<file path="config.mk">
export PLATFORM = sky130hd
export DESIGN_NAME = dlxcvr_top
export DESIGN_NICKNAME = d
export VERILOG_FILES = /design/src/rtl/dlxcvr_pkg.sv /design/src/rtl/dlxcvr_lane.sv /design/src/rtl/dlxcvr_group.sv /design/src/rtl/dlxcvr_top.sv
export SDC_FILE = /design/constraint.sdc
export NUM_CORES = 1
export LEC_CHECK = 0
export ABC_AREA = 1
export BUFFER_PORTS_ARGS = -buffer_cell sky130_fd_sc_hd__buf_2
export CELL_PAD_IN_SITES_DETAIL_PLACEMENT = 2
export CELL_PAD_IN_SITES_GLOBAL_PLACEMENT = 2
export CORE_MARGIN = 2
export CORE_UTILIZATION = 23
export DETAILED_ROUTE_END_ITERATION = 8
export HOLD_SLACK_MARGIN = 0.1
export PLACE_DENSITY = 0.79
export SYNTH_ARGS = -nofsm -noshare
export SYNTH_HDL_FRONTEND = slang
export SYNTH_SLANG_ARGS = --single-unit
</file>
<file path="constraint.sdc">
create_clock -name clk -period 1.2 [get_ports clk]
set_input_delay 0.12 -clock clk [delete_from_list [all_inputs] [get_ports clk]]
set_output_delay 0.12 -clock clk [all_outputs]
set_load 0.01 [all_outputs]
</file>
<file path="src/rtl/dlxcvr_pkg.sv">
`timescale 1ns/1ps
package dlxcvr_pkg;

    typedef enum logic [1:0] {
        MODE_OFF  = 2'd0,
        MODE_PASS = 2'd1,
        MODE_HOLD = 2'd2
    } lane_mode_t;

endpackage

</file>
<file path="src/rtl/dlxcvr_lane.sv">
`timescale 1ns/1ps
module dlxcvr_lane
    import dlxcvr_pkg::*;
#(
    parameter int LANE_W = 8
) (
    input  logic              clk,
    input  logic              rst_n,
    input  logic [LANE_W-1:0] din,
    input  logic              sel_n,
    input  logic              lat_n,
    input  logic              drv_n,
    output logic [LANE_W-1:0] dout,
    output logic [LANE_W-1:0] drv
);

    lane_mode_t           mode_d;
    lane_mode_t           mode_q;
    logic [LANE_W-1:0]    store_q;
    logic                 drive_on;
    logic [LANE_W-1:0]    view;

    // Next mode from the controls
    always_comb begin
        unique casez ({sel_n, lat_n})
            2'b1?:   mode_d = MODE_OFF;
            2'b00:   mode_d = MODE_PASS;
            2'b01:   mode_d = MODE_HOLD;
            default: mode_d = MODE_OFF;
        endcase
    end

    // State register
    always_ff @(posedge clk or negedge rst_n) begin
        if (!rst_n) mode_q <= MODE_OFF;
        else        mode_q <= mode_d;
    end

    // Latch bank: tracks input in PASS
    always_ff @(posedge clk or negedge rst_n) begin
        if (!rst_n)                  store_q <= '0;
        else if (mode_d == MODE_PASS) store_q <= din;
    end

    // Outputs
    always_comb begin
        drive_on = ~sel_n & ~drv_n;
        unique case (mode_d)
            MODE_PASS: view = din;
            MODE_HOLD: view = store_q;
            MODE_OFF:  view = store_q;
            default:   view = store_q;
        endcase
        dout = drive_on ? view : '0;
        drv  = {LANE_W{drive_on}};
    end

    // CAPTURE keeps the value of the last open edge
    assert_capture_keeps_R4: assert property (@(posedge clk) disable iff (!rst_n)
        (mode_q == MODE_PASS && mode_d == MODE_HOLD && !drv_n) |-> dout == $past(din));

    // Deselected latch does not change
    assert_deselect_holds_R5: assert property (@(posedge clk) disable iff (!rst_n)
        sel_n |=> $stable(store_q));

    // Drive control high still lets the latch track
    assert_hidden_track_R6: assert property (@(posedge clk) disable iff (!rst_n)
        (!sel_n && !lat_n && drv_n) |=> store_q == $past(din));

endmodule

</file>
<file path="src/rtl/dlxcvr_group.sv">
`timescale 1ns/1ps
module dlxcvr_group #(
    parameter int GRP_W = 8
) (
    input  logic             clk,
    input  logic             rst_n,
    input  logic [GRP_W-1:0] a_in,
    input  logic [GRP_W-1:0] b_in,
    input  logic             sel_ab_n,
    input  logic             lat_ab_n,
    input  logic             drv_ab_n,
    input  logic             sel_ba_n,
    input  logic             lat_ba_n,
    input  logic             drv_ba_n,
    output logic [GRP_W-1:0] b_out,
    output logic [GRP_W-1:0] b_drv,
    output logic [GRP_W-1:0] a_out,
    output logic [GRP_W-1:0] a_drv
);

    dlxcvr_lane #(.LANE_W(GRP_W)) u_ab (
        .clk   (clk),
        .rst_n (rst_n),
        .din   (a_in),
        .sel_n (sel_ab_n),
        .lat_n (lat_ab_n),
        .drv_n (drv_ab_n),
        .dout  (b_out),
        .drv   (b_drv)
    );

    dlxcvr_lane #(.LANE_W(GRP_W)) u_ba (
        .clk   (clk),
        .rst_n (rst_n),
        .din   (b_in),
        .sel_n (sel_ba_n),
        .lat_n (lat_ba_n),
        .drv_n (drv_ba_n),
        .dout  (a_out),
        .drv   (a_drv)
    );

    // Mirror direction is transparent the same way
    assert_ba_pass_R7: assert property (@(posedge clk) disable iff (!rst_n)
        (!sel_ba_n && !lat_ba_n && !drv_ba_n) |-> a_out == b_in);

endmodule

</file>
<file path="src/rtl/dlxcvr_top.sv">
`timescale 1ns/1ps
module dlxcvr_top #(
    parameter int GRP_W  = 8,
    parameter int GROUPS = 2,
    localparam int BUS_W = GRP_W * GROUPS
) (
    input  logic              clk,
    input  logic              rst_n,
    input  logic [BUS_W-1:0]  a_in,
    input  logic [BUS_W-1:0]  b_in,
    input  logic [GROUPS-1:0] sel_ab_n,
    input  logic [GROUPS-1:0] lat_ab_n,
    input  logic [GROUPS-1:0] drv_ab_n,
    input  logic [GROUPS-1:0] sel_ba_n,
    input  logic [GROUPS-1:0] lat_ba_n,
    input  logic [GROUPS-1:0] drv_ba_n,
    output logic [BUS_W-1:0]  b_out,
    output logic [BUS_W-1:0]  b_drv,
    output logic [BUS_W-1:0]  a_out,
    output logic [BUS_W-1:0]  a_drv
);

    for (genvar g = 0; g < GROUPS; g++) begin : g_grp
        dlxcvr_group #(.GRP_W(GRP_W)) u_grp (
            .clk      (clk),
            .rst_n    (rst_n),
            .a_in     (a_in[g*GRP_W +: GRP_W]),
            .b_in     (b_in[g*GRP_W +: GRP_W]),
            .sel_ab_n (sel_ab_n[g]),
            .lat_ab_n (lat_ab_n[g]),
            .drv_ab_n (drv_ab_n[g]),
            .sel_ba_n (sel_ba_n[g]),
            .lat_ba_n (lat_ba_n[g]),
            .drv_ba_n (drv_ba_n[g]),
            .b_out    (b_out[g*GRP_W +: GRP_W]),
            .b_drv    (b_drv[g*GRP_W +: GRP_W]),
            .a_out    (a_out[g*GRP_W +: GRP_W]),
            .a_drv    (a_drv[g*GRP_W +: GRP_W])
        );

        assert_off_no_drive_R2: assert property (@(posedge clk) disable iff (!rst_n)
            sel_ab_n[g] |-> b_drv[g*GRP_W +: GRP_W] == '0);

        assert_pass_follows_R3: assert property (@(posedge clk) disable iff (!rst_n)
            (!sel_ab_n[g] && !lat_ab_n[g] && !drv_ab_n[g])
                |-> b_out[g*GRP_W +: GRP_W] == a_in[g*GRP_W +: GRP_W]);
    end

    assert_quiet_data_R9: assert property (@(posedge clk) disable iff (!rst_n)
        ((b_out & ~b_drv) == '0) && ((a_out & ~a_drv) == '0));

endmodule

</file>
==> summary.txt <==
GPL Wtd Cong: 0.731
Max stage delay on crit path: 0.32 ns
Later-pin clock latency in the skew report: 0.27 ns
Flop2flop setup slack: 0.08 ns
RSZ-0062 raised after global routing: yes
Layout cells sized above 1: 49.9%
Mapped cell area: 2150 um^2
Synth Register Bits: 32
Mapped Cells: 308
Post-DP HPWL: 4620 um
Chip width: 101 um
Logic depth of the worst path, buffers included: 5
Worst EP arrival: 1.05 ns
Slew Limit Fails: 0
Via/cell ratio: 3.99
WL final: 6420 um
ANT cells: 0
CP Launch Type: flip-flop
Slew margin rel.: 71.4%
DR pass1 iterations: 4
Reg2Reg Depth: 8
Worst R2R End: g_grp[1].u_grp.u_ba.store_q[5]$_DFF_PN0_
# DRC: 0
Clk_skew: 0 ns
Synth Area per Inst: 6.98 um^2
Slowest CP cell: dfrtp_1
Boundary pin count: 110
Nets@finish: 465
Fillers: 1131
Sequential-to-total area share from yosys stat: 37.2%
Core ar.: 9150 um^2
Site Rows: 35
Max-cap violations: 0
Setup crit start: g_grp[0].u_grp.u_ba.store_q[5]$_DFF_PN0_
Critical Path, Cell by Cell: inv_1, o21ai_1, nand2_1, nor2_2, buf_2
F_max: 0.856 GHz
Least-Margin Pin Slew: 0.429 ns
Post-synth net total: 354
Clock sinks: 32
Placed cell areas: 2570 um^2
Critical Path RT: 1.08 ns
Count of cell types in the netlist: 12
Peak supply drop: 0.000322 V
CTS root buffer: clkbuf_8
Overall Power: 3020 uW
Setup violators final: 0
Reg2reg start: g_grp[1].u_grp.u_ba.store_q[5]$_DFF_PN0_
WP buf/inv: 2
Period utilization: 97.4%
Avg WL per Cell: 12.2 um
Top cell type's share of synthesized area: 37.2%
Drt initial violations: 9
First-pass GRT wire length: 10300 um
Ys Warns: 0
Area contributors post-synth: dfrtp_1 (37%), inv_1 (17%), buf_4 (11%)
Routed via count: 2108
Cell taking the most area after synthesis: dfrtp_1
Hold Vio Cnt, Final: 0
H-tree lvl count: 2
Delay-heaviest family, CP: flip-flops
Num CTS Buffers: 5
Initial antenna violation count: 0
Worst hold path type: primary input to flip-flop
Critical-path maximum fanout: 2
Largest net degree at the start of global routing: 18
Crit path kind: flip-flop to output port
CTS tree: yes
CP endpoint: a_out[5]
Die H: 101 um
Status: completed
Area grow syn2layout: 37.2%
Pleak: 0.00191 uW
Crit end category: output port
GRT Util Overall: 12.6%
Non-Filler Cell Area, Final: 2950 um^2
Finished Layout Cells: 528
Number of global-route vias before repair: 2285
Port Buffers: 109
Clock Pin Slew Worst Setup and Hold Paths: 0.06 ns
Fin crit period: 1.17 ns
Dpl cells: 492
Die Area: 10100 um^2
Post-route ant nets: 0
Initial Utilization: 23.5%
Power per cell area: 1020 nW/um^2
CTS max path bufs: 2
Remaining Overflow, GRT: 0
==> cell type report <==
| type | count | area, um^2 | area share [%] |
|---|---|---|---|
| Multi-Input combinational cell | 136 | 731 | 24.8 |
| Clock buffer | 5 | 68.8 | 2.33 |
| Timing Repair Buffer | 144 | 836 | 28.3 |
| Tap cell | 111 | 139 | 4.71 |
| Sequential cell | 32 | 801 | 27.1 |
| Inverter | 100 | 375 | 12.7 |
==> kinds of logic (layout without fill, tap and decap cells) <==
group / Yosys count / after routing / share of synthesized area, %
simple gates: 104 / 104 / 22.8
compound gates: 32 / 32 / 7.45
buf+inv: 140 / 249 / 32.5
flops: 32 / 32 / 37.2
==> through the flow <==
stage               hold slack (ns)  utilization (%)  setup slack, ns  TNS [ns]
floorplan                    -0.176                -            0.181         0
global placement             0.0822             28.0          -0.0351    -0.410
detailed placement           0.0838             28.0           -0.116     -1.73
CTS                           0.135             30.4         -0.00721  -0.00825
global route                  0.171             32.2          -0.0816    -0.836
finish                        0.145             32.2           0.0311         0
==> synth_stat cells <==
master and instances:
nand2_1 64, or2_0 1, inv_1 100, buf_4 32
or2_1 3, nor2_2 24, buf_6 7, nor2_1 8
nor2_4 4, buf_2 1, dfrtp_1 32, o21ai_0 32
==> worst register-to-register path: cells and delay by family, from the launching register on <==
family                 cells  cell delay [ns]
AO/OA/AOI/OAI              1             0.05
buffers and inverters      6             0.58
flip-flops                 1             0.35
AND/OR/NAND/NOR            1             0.09
==> timing repair <==
item / in CTS / in global routing
pin swaps: 7 / 33
resized for setup: 9 / 52
hold endpoints to repair: 16 / 0
hold buffers: 1 / 0
setup buffers: 18 / 12
setup endpoints to repair: 27 / 52
==> state kept, by name, summed over array words and instances (netlist names) <==
name,flops
g_grp.u_grp.u_ab.store_q,16
g_grp.u_grp.u_ba.store_q,16
==> report_power, final <==
group	switching (uW)	internal, uW	leakage (uW)
sequential	40.8	1210	0.000348
clock	365	374	0.0000359
combinational	563	466	0.00153
total	969	2050	0.00191
==> worst min path at each step <==
| stage | start | depth (start not counted) | to | slack, ns |
|---|---|---|---|---|
| 2_1_floorplan | rst_n | 0 | g_grp[0].u_grp.u_ab.store_q[0]$_DFF_PN0_ | -0.18 |
| 3_3_place_gp | rst_n | 1 | g_grp[1].u_grp.u_ab.store_q[0]$_DFF_PN0_ | 0.08 |
| 3_5_place_dp | rst_n | 1 | g_grp[1].u_grp.u_ab.store_q[3]$_DFF_PN0_ | 0.08 |
| 4_1_cts | a_in[12] | 5 | g_grp[1].u_grp.u_ab.store_q[4]$_DFF_PN0_ | 0.14 |
| 5_1_grt | b_in[1] | 5 | g_grp[0].u_grp.u_ba.store_q[1]$_DFF_PN0_ | 0.17 |
| 6_report | a_in[11] | 5 | g_grp[1].u_grp.u_ab.store_q[3]$_DFF_PN0_ | 0.14 |
==> cells in the final DEF, fill, tap and decap left out, drive strengths merged <==
cell	instances
dlygate4sd3	1
or2	4
nor2	36
nand2	64
buf	143
inv	100
o21ai	32
clkbuf	5
dfrtp	32
==> layer usage <==
metal  wire, um  vias to the layer above  GRT usage [%]
li1           -                     1042              -
met1       2530                     1012           14.7
met2       3610                       52           23.6
met3        258                        2           2.36
met4         27                        0           2.85
met5          0                        -              0
(Power assumes the default switching activity.)
